<file path="config.mk">
export PLATFORM = sky130hd
export DESIGN_NAME = gpio_eint_ctrl
export DESIGN_NICKNAME = d
export VERILOG_FILES = /design/src/rtl/gpio_eint_pkg.sv /design/src/rtl/gpio_eint_edge.sv /design/src/rtl/gpio_eint_regs.sv /design/src/rtl/gpio_eint_irq.sv /design/src/rtl/gpio_eint_ctrl.sv
export SDC_FILE = /design/constraint.sdc
export NUM_CORES = 1
export LEC_CHECK = 0
export BUFFER_PORTS_ARGS = -buffer_cell sky130_fd_sc_hd__buf_2
export CAP_MARGIN = 40
export CORE_AREA = 8 8 156 158
export CTS_BUF_LIST = sky130_fd_sc_hd__clkbuf_4 sky130_fd_sc_hd__clkbuf_8 sky130_fd_sc_hd__clkbuf_16
export CTS_CLUSTER_DIAMETER = 150
export CTS_CLUSTER_SIZE = 25
export DETAILED_ROUTE_END_ITERATION = 16
export DIE_AREA = 0 0 164 166
export SLEW_MARGIN = 15
export SYNTH_ARGS = -nofsm -noshare
export SYNTH_HDL_FRONTEND = slang
export SYNTH_HIERARCHICAL = 1
export SYNTH_SLANG_ARGS = --single-unit
</file>
<file path="constraint.sdc">
create_clock -name clk -period 2.71 [get_ports clk]
set_clock_uncertainty 0.2 [all_clocks]
set_input_delay 0.271 -clock clk [delete_from_list [all_inputs] [get_ports clk]]
set_output_delay 0.271 -clock clk [all_outputs]
set_load 0.02 [all_outputs]
</file>
<file path="src/rtl/gpio_eint_pkg.sv">
package gpio_eint_pkg;

   typedef enum logic [1:0] {
      TRIG_OFF  = 2'd0,
      TRIG_RISE = 2'd1,
      TRIG_FALL = 2'd2,
      TRIG_BOTH = 2'd3
   } trig_e;

   localparam int TRIG_BITS = 2;

endpackage

</file>
<file path="src/rtl/gpio_eint_edge.sv">
module gpio_eint_edge
   import gpio_eint_pkg::*;
(
   input  logic                 clk,
   input  logic                 rst_n,
   input  logic                 armed,
   input  logic                 pin,
   input  logic [TRIG_BITS-1:0] trig,
   output logic                 evt
);

   logic prev_q;
   logic rise;
   logic fall;
   trig_e mode;

   always_ff @(posedge clk or negedge rst_n) begin
      if (!rst_n) prev_q <= 1'b0;
      else        prev_q <= pin;
   end

   assign mode = trig_e'(trig);
   assign rise = pin & ~prev_q;
   assign fall = ~pin & prev_q;

   always_comb begin
      unique case (mode)
         TRIG_RISE: evt = armed & rise;
         TRIG_FALL: evt = armed & fall;
         TRIG_BOTH: evt = armed & (rise | fall);
         default:   evt = 1'b0;
      endcase
   end

endmodule

</file>
<file path="src/rtl/gpio_eint_regs.sv">
module gpio_eint_regs #(
   parameter int NUM_PINS = 32
) (
   input  logic                clk,
   input  logic                rst_n,
   input  logic [NUM_PINS-1:0] evt,
   input  logic [NUM_PINS-1:0] wr_data,
   input  logic                sts_clr_wr,
   input  logic                msk_set_wr,
   input  logic                msk_clr_wr,
   output logic [NUM_PINS-1:0] sts_q,
   output logic [NUM_PINS-1:0] msk_q
);

   logic [NUM_PINS-1:0] sts_clr_bits;
   logic [NUM_PINS-1:0] msk_set_bits;
   logic [NUM_PINS-1:0] msk_clr_bits;

   assign sts_clr_bits = sts_clr_wr ? wr_data : '0;
   assign msk_set_bits = msk_set_wr ? wr_data : '0;
   assign msk_clr_bits = msk_clr_wr ? wr_data : '0;

   // a new event overrides a clear of the same bit in the same cycle
   always_ff @(posedge clk or negedge rst_n) begin
      if (!rst_n) sts_q <= '0;
      else        sts_q <= (sts_q & ~sts_clr_bits) | evt;
   end

   // set has priority over clear: masking is the safe outcome
   always_ff @(posedge clk or negedge rst_n) begin
      if (!rst_n) msk_q <= '1;
      else        msk_q <= (msk_q & ~msk_clr_bits) | msk_set_bits;
   end

endmodule

</file>
<file path="src/rtl/gpio_eint_irq.sv">
module gpio_eint_irq #(
   parameter int NUM_PINS = 32,
   parameter bit IRQ_REG  = 1'b0
) (
   input  logic                clk,
   input  logic                rst_n,
   input  logic [NUM_PINS-1:0] sts,
   input  logic [NUM_PINS-1:0] msk,
   output logic                irq
);

   logic pend;

   assign pend = |(sts & ~msk);

   if (IRQ_REG) begin : g_flop
      logic irq_q;
      always_ff @(posedge clk or negedge rst_n) begin
         if (!rst_n) irq_q <= 1'b0;
         else        irq_q <= pend;
      end
      assign irq = irq_q;
   end else begin : g_comb
      assign irq = pend;
   end

endmodule

</file>
<file path="src/rtl/gpio_eint_ctrl.sv">
module gpio_eint_ctrl
   import gpio_eint_pkg::*;
#(
   parameter int NUM_PINS = 32,
   parameter int CTRL_W   = 9,
   parameter int TRIG_LSB = 3,
   parameter bit IRQ_REG  = 1'b0
) (
   input  logic                       clk,
   input  logic                       rst_n,
   input  logic [NUM_PINS-1:0]        pin_in,
   input  logic [NUM_PINS*CTRL_W-1:0] pin_ctrl,
   input  logic [NUM_PINS-1:0]        wr_data,
   input  logic                       sts_clr_wr,
   input  logic                       msk_set_wr,
   input  logic                       msk_clr_wr,
   output logic [NUM_PINS-1:0]        sts_o,
   output logic [NUM_PINS-1:0]        msk_o,
   output logic                       irq
);

   localparam int TRIG_MSB = TRIG_LSB + TRIG_BITS - 1;

   if (NUM_PINS < 1 || NUM_PINS > 64) begin : g_bad_pins
      $error("gpio_eint_ctrl: NUM_PINS must be 1..64");
   end
   if (TRIG_MSB >= CTRL_W) begin : g_bad_field
      $error("gpio_eint_ctrl: trigger field exceeds control word");
   end

   logic                armed_q;
   logic [NUM_PINS-1:0] evt;
   logic [NUM_PINS-1:0] sts_q;
   logic [NUM_PINS-1:0] msk_q;

   // pin history only becomes meaningful after one sample
   always_ff @(posedge clk or negedge rst_n) begin
      if (!rst_n) armed_q <= 1'b0;
      else        armed_q <= 1'b1;
   end

   for (genvar i = 0; i < NUM_PINS; i++) begin : g_pin
      gpio_eint_edge u_edge (
         .clk   (clk),
         .rst_n (rst_n),
         .armed (armed_q),
         .pin   (pin_in[i]),
         .trig  (pin_ctrl[i*CTRL_W+TRIG_LSB +: TRIG_BITS]),
         .evt   (evt[i])
      );
   end

   gpio_eint_regs #(.NUM_PINS(NUM_PINS)) u_regs (
      .clk        (clk),
      .rst_n      (rst_n),
      .evt        (evt),
      .wr_data    (wr_data),
      .sts_clr_wr (sts_clr_wr),
      .msk_set_wr (msk_set_wr),
      .msk_clr_wr (msk_clr_wr),
      .sts_q      (sts_q),
      .msk_q      (msk_q)
   );

   gpio_eint_irq #(.NUM_PINS(NUM_PINS), .IRQ_REG(IRQ_REG)) u_irq (
      .clk   (clk),
      .rst_n (rst_n),
      .sts   (sts_q),
      .msk   (msk_q),
      .irq   (irq)
   );

   assign sts_o = sts_q;
   assign msk_o = msk_q;

endmodule

</file>
# ---- After elaboration in Yosys (flattened, before gate mapping)
# Index checks and enable logic that the tools add are counted.
# W data, S select, Z words.
dict set report totals {
  regBits 97
  output_inout_bits 65
  in_bits 357
}
dict set report classes {
  eq_ne 96
  n_reduce_logical 1
  n_bitwise 264
  n_mux 35
}
# cell count
set ops {}
lappend ops {{$and A1 B1 Y1} 160}
lappend ops {{$eq A2 B2 Y1 const B} 64}
lappend ops {{$and A32 B32 Y32} 3}
lappend ops {{$mux W32} 3}
lappend ops {{$not A32 Y32} 3}
lappend ops {{$pmux W1 S3} 32}
lappend ops {{$eq A2 B1 Y1 const B} 32}
lappend ops {{$not A1 Y1} 64}
lappend ops {{$or A32 B32 Y32} 2}
lappend ops {{$or A1 B1 Y1} 32}
lappend ops {{$reduce_or A32 Y1} 1}

# ---- Depth between registers and ports, before layout
# Gate-level depths: netlist of run 1.
dict set report depth {
  ltp_word 6
  ltp_mapped 5
}

# ---- Hierarchy
# The synthesis of run 1 kept the hierarchy.
# module cells_each n_inst area_per_inst_um2 seq_area_each_um2
set by_module_without_submodules {}
lappend by_module_without_submodules {gpio_eint_edge 10 32 87.6 25.0}
lappend by_module_without_submodules {gpio_eint_regs 201 1 2484.9 1641.6}
lappend by_module_without_submodules {gpio_eint_irq 53 1 251.5 0.0}
lappend by_module_without_submodules {gpio_eint_ctrl 2 1 28.8 25.0}

# ---- Worst setup path after synthesis of run 1
# No wires, ideal clock.
dict set report synth_timing {
  path_type {register to output}
  startpoint {reg u_regs.msk_q[20]}
  endpoint {out irq}
  t_arrival_ps 1185
  path_slack_ps 1054
  path_stages_with_launch 4
  cell_sequence {dfstp_2 -> o22ai_1 -> nor4_1 -> nand4_1}
}
dict set report synth_via {
  elab_chain_cells 3
}
# element line_no
set synth_rtl {}
lappend synth_rtl {{start: declaration} gpio_eint_regs.sv:12} ;# output logic [NUM_PINS-1:0] msk_q
lappend synth_rtl {{start signal: assignment} gpio_eint_regs.sv:32} ;# else msk_q <= (msk_q & ~msk_clr_bits) | msk_set_bits;
lappend synth_rtl {{$not A32 Y32} gpio_eint_irq.sv:14} ;# assign pend = |(sts & ~msk);
lappend synth_rtl {{$and A32 B32 Y32} gpio_eint_irq.sv:14}
lappend synth_rtl {{$reduce_or A32 Y1} gpio_eint_irq.sv:14}
lappend synth_rtl {{end: declaration} gpio_eint_ctrl.sv:19} ;# output logic irq
# No other way between the ends.

# ---- Worst setup path in the final report of run 1
dict set report layout_timing {
  startpoint {reg u_regs.msk_q[17]}
  endpoint {out irq}
}
# Same word-level chain as after synthesis.

==> impl_metrics.ini, run 1 <==
[critical_path]
path_cells = o22ai_1 > nor4_1 > nand4_1 > buf_2
critPathTopFamily = simple AND/OR/NAND/NOR gates
end_kind = output pin
path_max_fanout = 3
crit_type = flip-flop to output pin
r2r_setup_slack_ns = 1.02
worst_r2r_path_depth = 4
crit_buf_inv = 1
critPathRequiredTime_ns = 2.24
cp-startpoint = u_regs/msk_q[17]
critical_path.endpoint = irq
startpoint_type = flip-flop
r2r_end = u_regs/sts_q[8]
cp.arrival_ns = 1.84
r2r_start = g_pin[8].u_edge/prev_q
cp_slowest_cell = dfstp_2
worst-path-stages = 4
slowest_delay_ns = 0.58

[synthesis]
synth_simple_gate_area_share_pct = 12.07
synth_fp_nets = 997
synth-xor-area-share_pct = 0
ys_seq_area_share_pct = 44.31
ys_warn_count = 6
synth_seq_cells = 97
synthAdderAreaFrac_pct = 14.38
synth_compound_area_share_pct = 19.06
synth_top_family_by_area = compound AO/OA/AOI/OAI gates
synth_cell_type_count = 16
synthMuxAreaShare_pct = 0
syn_area_um2 = 5568
synthCells = 576
synth_area_per_cell_um2 = 9.666

[cts]
clockRootBuffer = clkbuf_16
htree_levels = 3
cts.sinks = 97
cts_resized = 0
cts_buffers = 9
clkTransAtPathRegs_ns = 0.06
insertion_delay_ns = 0.35
postCtsHoldBufs = 63
cts_setup_buffers = 0
clock_path_buffers = 2
cts_tree = yes

[flow_run]
cap_violations = 0

[timing]
worstMarginPinSlew_ns = 0.7829
tns_ns = 0
whs_ns = 0.02249
setup_viol = 0
max_freq_mhz = 432.6
slew_headroom_pct = 47.80
fin_crit_sh_pct = 85.30
slew_viol_final = 0
final.min_clock_period_ns = 2.312
rsz0062_at_grt = false
final_hold_viol_count = 0

[global_route]
grt_pass1_wl_um = 28540
gr-total-overflow = 0
grt_max_degree = 41
grt_pass1_vias = 4961
grt_usage_pct = 13.76
antenna_found_initial = 9

[drt]
ant_nets = 0
via_per_inst = 4.320
drcViolationCount = 0
drt-total-wl_um = 18700
num_vias = 4894
wl_per_cell_um = 16.50
dr.pass1.iters = 6
drt_iter0_drc = 247

[power_and_ir_drop]
power_uw = 4178
p_leak_uw = 0.004241
powerDensity_nw_per_um2 = 533.6
peakVddDrop_mv = 0.2642

[final_layout]
drive_gt1_share_pct = 29.40
syn2layout_area_growth_pct = 40.61
nets = 1263

[floorplan]
die_y_um = 166
die_area_um2 = 27220
core_um2 = 22090
start_util_pct = 25.21
die_w_um = 164
std_cell_rows = 55
top_level_ports = 422

[status]
status = finished, final reports clean

[place]
dpl.hpwl_um = 14560
finalWeightedCongestion = 0.7726
port_buffers = 197

[worst_hold_path]
min_path_type = input pin to flip-flop
## cell usage in the layout (no fill, tap or decap)
| cell type | n |
|---|---|
| clkbuf_8 | 4 |
| a22o_1 | 32 |
| conb_1 | 1 |
| ha_1 | 64 |
| nand2b_1 | 64 |
| o22ai_1 | 16 |
| nand4_1 | 1 |
| a21o_1 | 32 |
| diode_2 | 1 |
| nor4_1 | 4 |
| buf_2 | 196 |
| dlygate4sd3_1 | 63 |
| clkbuf_4 | 1 |
| a311oi_1 | 32 |
| clkbuf_16 | 9 |
| buf_4 | 4 |
| dfrtp_1 | 65 |
| nand2_1 | 64 |
| bufinv_16 | 1 |
| a21oi_1 | 32 |
| clkinv_2 | 1 |
| inv_1 | 128 |
| dfstp_2 | 32 |
| buf_12 | 1 |
## metrics by stage
step	worst slack, ns	instance area [um^2]	util [%]	std cells
5_1_grt	0.2669	7829	35.44	1133
4_1_cts	0.3199	7826	35.43	1132
2_1_floorplan	1.054	5568	-	576
3_5_place_dp	0.7067	6873	31.11	1053
6_report	0.3985	7829	35.44	1133
3_3_place_gp	0.7042	6873	31.11	1053
## cell usage after synthesis
master / number / area [um^2]
a21o_1: 32 / 240.2
o22ai_1: 16 / 100.1
conb_1: 1 / 3.750
nor4_1: 4 / 25.02
dfrtp_1: 65 / 1627
nand2b_1: 64 / 400.4
nand2_1: 64 / 240.2
ha_1: 64 / 800.8
a311oi_1: 32 / 280.3
inv_1: 128 / 480.5
dfstp_2: 32 / 840.8
buf_6: 6 / 67.56
nand4_1: 1 / 6.260
a21oi_1: 32 / 160.2
a22o_1: 32 / 280.3
buf_2: 3 / 15.01
## report_power, final
part	switching (uW)	internal [uW]	total (uW)
combinational	574	435	1010
sequential	131	1640	1770
clock	567	827	1390
## state kept, by name, indices dropped and copies added, names as in the netlist
name,cells
u_regs/sts_q,32
g_pin.u_edge/prev_q,32
armed_q,1
u_regs/msk_q,32
## logic make-up (layout without fill, tap and decap cells)
family / Yosys count / after routing
adders and majority gates: 64 / 64
and+or+nand+nor: 133 / 133
AOI/OAI and AO/OA: 144 / 144
DFF: 97 / 97
buffers and inverters: 137 / 408
other: 1 / 2
## how the worst min path moves through the flow
stage | start | endpoint | slack, ns | cells past startpoint
6_report | wr_data[13] | u_regs/msk_q[13] | 0.02 | 2
5_1_grt | wr_data[31] | u_regs/msk_q[31] | 0.02 | 2
4_1_cts | wr_data[13] | u_regs/msk_q[13] | 0.002 | 2
3_5_place_dp | rst_n | g_pin[18].u_edge/prev_q | 0.12 | 1
3_3_place_gp | rst_n | g_pin[18].u_edge/prev_q | 0.12 | 1
2_1_floorplan | rst_n | armed_q | -0.22 | 0
## metal layers
| metal | part of all wire (%) | routed length, um | global-route usage (%) |
|---|---|---|---|
| met3 | 7.9 | 1468 | 4.660 |
| met5 | 0.52 | 98 | 0 |
| met2 | 42 | 7915 | 20.51 |
| met4 | 1.8 | 330 | 4.389 |
| met1 | 48 | 8885 | 18.33 |
## final cells by class
type / instances / area, um^2
diodes: 1 / 2.502
clock buffers: 14 / 287.8
clock inverters: 2 / 35.03
fillers: 2265 / 14260
inverters: 128 / 480.5
multi-input cells: 342 / 2537
flip-flops and latches: 97 / 2467
well taps: 285 / 356.6
repair buffers: 264 / 1662
Power figures use the tool's default switching activity.
==> run 2: changes to the inputs <==
--- a/config.mk
+++ b/config.mk
@@ -10,9 +10,10 @@
 export CORE_AREA = 8 8 156 158
 export CTS_BUF_LIST = sky130_fd_sc_hd__clkbuf_4 sky130_fd_sc_hd__clkbuf_8 sky130_fd_sc_hd__clkbuf_16
 export CTS_CLUSTER_DIAMETER = 150
-export CTS_CLUSTER_SIZE = 25
+export CTS_CLUSTER_SIZE = 8
 export DETAILED_ROUTE_END_ITERATION = 16
 export DIE_AREA = 0 0 164 166
+export PLACE_DENSITY = 0.55
 export SLEW_MARGIN = 15
 export SYNTH_ARGS = -nofsm -noshare
 export SYNTH_HDL_FRONTEND = slang
==> run 2 against run 1 <==
  * Cell count is 0.62% higher
  * Sequential power is essentially flat
  * Register-to-register slack improved by 0.02 ns
  * Global-route usage is 0.26 points lower
  * Flip-flop and latch count stayed put
  * Sequential share of layout area down 0.055 points
  * Routed wire length down 2.2%
  * Die area did not move
  * Utilization up 0.062 points
  * Via count decreased by 0.61%
  * Critical path depth stayed put
  * Worst hold slack gained 0.041 ns
  * Largest power group unchanged
==> impl_metrics.ini, run 2 (synthesized netlist as in run 1, its figures left out) <==
[global_route]
grt_pass1_vias = 4983
met3_usage_pct = 4.437
grtUsageMet2_pct = 19.86
gr-total-overflow = 0
busiest_layer = met2
grt_pass1_wl_um = 28450
use_met1_pct = 18.17
grt_max_degree = 46
antenna_found_initial = 9
grt_usage_pct = 13.49

[drt]
drt_iter0_drc = 231
wl_per_cell_um = 16.05
drcViolationCount = 0
num_vias = 4864
dr.pass1.iters = 4
drt-total-wl_um = 18290
ant_nets = 0
via_per_inst = 4.267

[final_layout]
nets = 1267
drive_gt1_share_pct = 29.49
final_cells = 1140
stdcell_area_um2 = 7843
syn2layout_area_growth_pct = 40.85
layout_common_cells = 196 x buf_2, 128 x inv_1, 65 x dfrtp_1, 65 x dlygate4sd3_1
fin_util_pct = 35.50
layout_commonest_cell = buf_2
reg_top3 = g_pin.u_edge/prev_q: 32 flops, u_regs/msk_q: 32 flops, u_regs/sts_q: 32 flops
seq_area_um2 = 2467
multi_input_area_um2 = 2537
fillerInstances = 2276

[critical_path]
crit_type = flip-flop to output pin
worst_r2r_path_depth = 4
critical_path.endpoint = irq
r2r_start = g_pin[3].u_edge/prev_q
path_cells = o22ai_1 > nor4_1 > nand4_1 > buf_2
path_max_fanout = 3
cp_slowest_cell = dfstp_2
r2r_end = u_regs/sts_q[3]
worst-path-stages = 4
critPathTopFamily = flip-flops
startpoint_type = flip-flop
cp.arrival_ns = 1.80
r2r_setup_slack_ns = 1.04
critPathRequiredTime_ns = 2.24
slowest_delay_ns = 0.57
crit_buf_inv = 1
end_kind = output pin
cp-startpoint = u_regs/msk_q[17]

[cts]
clkTransAtPathRegs_ns = 0.07
cts_buffers = 9
insertion_delay_ns = 0.34
clock_path_buffers = 2
clockRootBuffer = clkbuf_16
cts.sinks = 97
cts_resized = 0
cts_tree = yes
htree_levels = 3

[timing]
worstMarginPinSlew_ns = 0.7321
fin_ws_ns = 0.4409
fin_crit_sh_pct = 83.73
slew_viol_final = 0
slew_headroom_pct = 51.19
tns_ns = 0
max_freq_mhz = 440.7
final_hold_viol_count = 0
rsz0062_at_grt = false
final.min_clock_period_ns = 2.269
setup_viol = 0

[power_and_ir_drop]
powerDensity_nw_per_um2 = 524.6
p_seq_share_pct = 43.1
p_int_uw = 2844
p_leak_uw = 0.004247
power_frac_comb_pct = 24.6
pwr-share-clk_pct = 32.3
peakVddDrop_mv = 0.3434
power.share.switching_pct = 30.87
p_sw_uw = 1270

[floorplan]
die_y_um = 166
start_util_pct = 25.21
top_level_ports = 422
std_cell_rows = 55
die_area_um2 = 27220
die_w_um = 164
core_um2 = 22090

[worst_hold_path]
holdCritStartpoint = pin_ctrl[139]
min_path_type = input pin to flip-flop

[place]
pre_cts_slack_ns = 0.6892
dpl.hpwl_um = 14510
postPlaceCellArea_um2 = 6875
finalWeightedCongestion = 0.7440
port_buffers = 197
place_inst = 1055

[flow_run]
cap_violations = 0

[status]
status = finished, final reports clean
==> run 2: layer usage <==
| layer | wire length (um) | up-vias |
|---|---|---|
| met5 | 63 | - |
| met4 | 372 | 10 |
| met3 | 1461 | 28 |
| met2 | 7518 | 164 |
| met1 | 8878 | 2204 |
| li1 | - | 2458 |
==> run 2: what timing repair did <==
action	in CTS	in global routing
hold buffers	65	0
endpoints found under the hold margin	94	0
setup buffers	0	0
==> run 2: how the worst min path moves through the flow <==
| stage | to | slack (ns) | depth (start not counted) |
|---|---|---|---|
| 2_1_floorplan | armed_q | -0.22 | 0 |
| 3_3_place_gp | g_pin[18].u_edge/prev_q | 0.11 | 1 |
| 3_5_place_dp | g_pin[18].u_edge/prev_q | 0.11 | 1 |
| 4_1_cts | u_regs/sts_q[15] | 0.04 | 3 |
| 5_1_grt | u_regs/sts_q[26] | 0.06 | 3 |
| 6_report | u_regs/sts_q[15] | 0.06 | 3 |
==> run 2: area by class of cell <==
type | count | area share [%]
antenna | 4 | 0.1276
clock buffer | 11 | 3.223
clock inverter | 5 | 0.6860
inverter | 128 | 6.126
multi-input combinational | 342 | 32.35
sequential | 97 | 31.46
tap | 285 | 4.547
timing repair buffer | 268 | 21.47
==> run 2: through the flow <==
step                total power, uW  hold slack, ns
finish                         4114         0.06362
global route                   4372         0.05865
CTS                            4213         0.04201
detailed placement             2751          0.1123
global placement               2735          0.1131
floorplan                      2281         -0.2246
==> run 2: worst reg2reg max path, stage by stage (launching register included) <==
cell and delay, ns:
dfrtp_1 0.38, ha_1 0.27, nand2b_1 0.13, a311oi_1 0.51, a21o_1 0.13
==> run 2: power by group through the flow <==
stage	Clock, uW	Combinational (uW)	Sequential, uW
4_1_cts	1410	1030	1770
2_1_floorplan	0	344	1940
5_1_grt	1450	1120	1800
6_report	1330	1010	1770
3_3_place_gp	0	940	1800
3_5_place_dp	0	952	1800
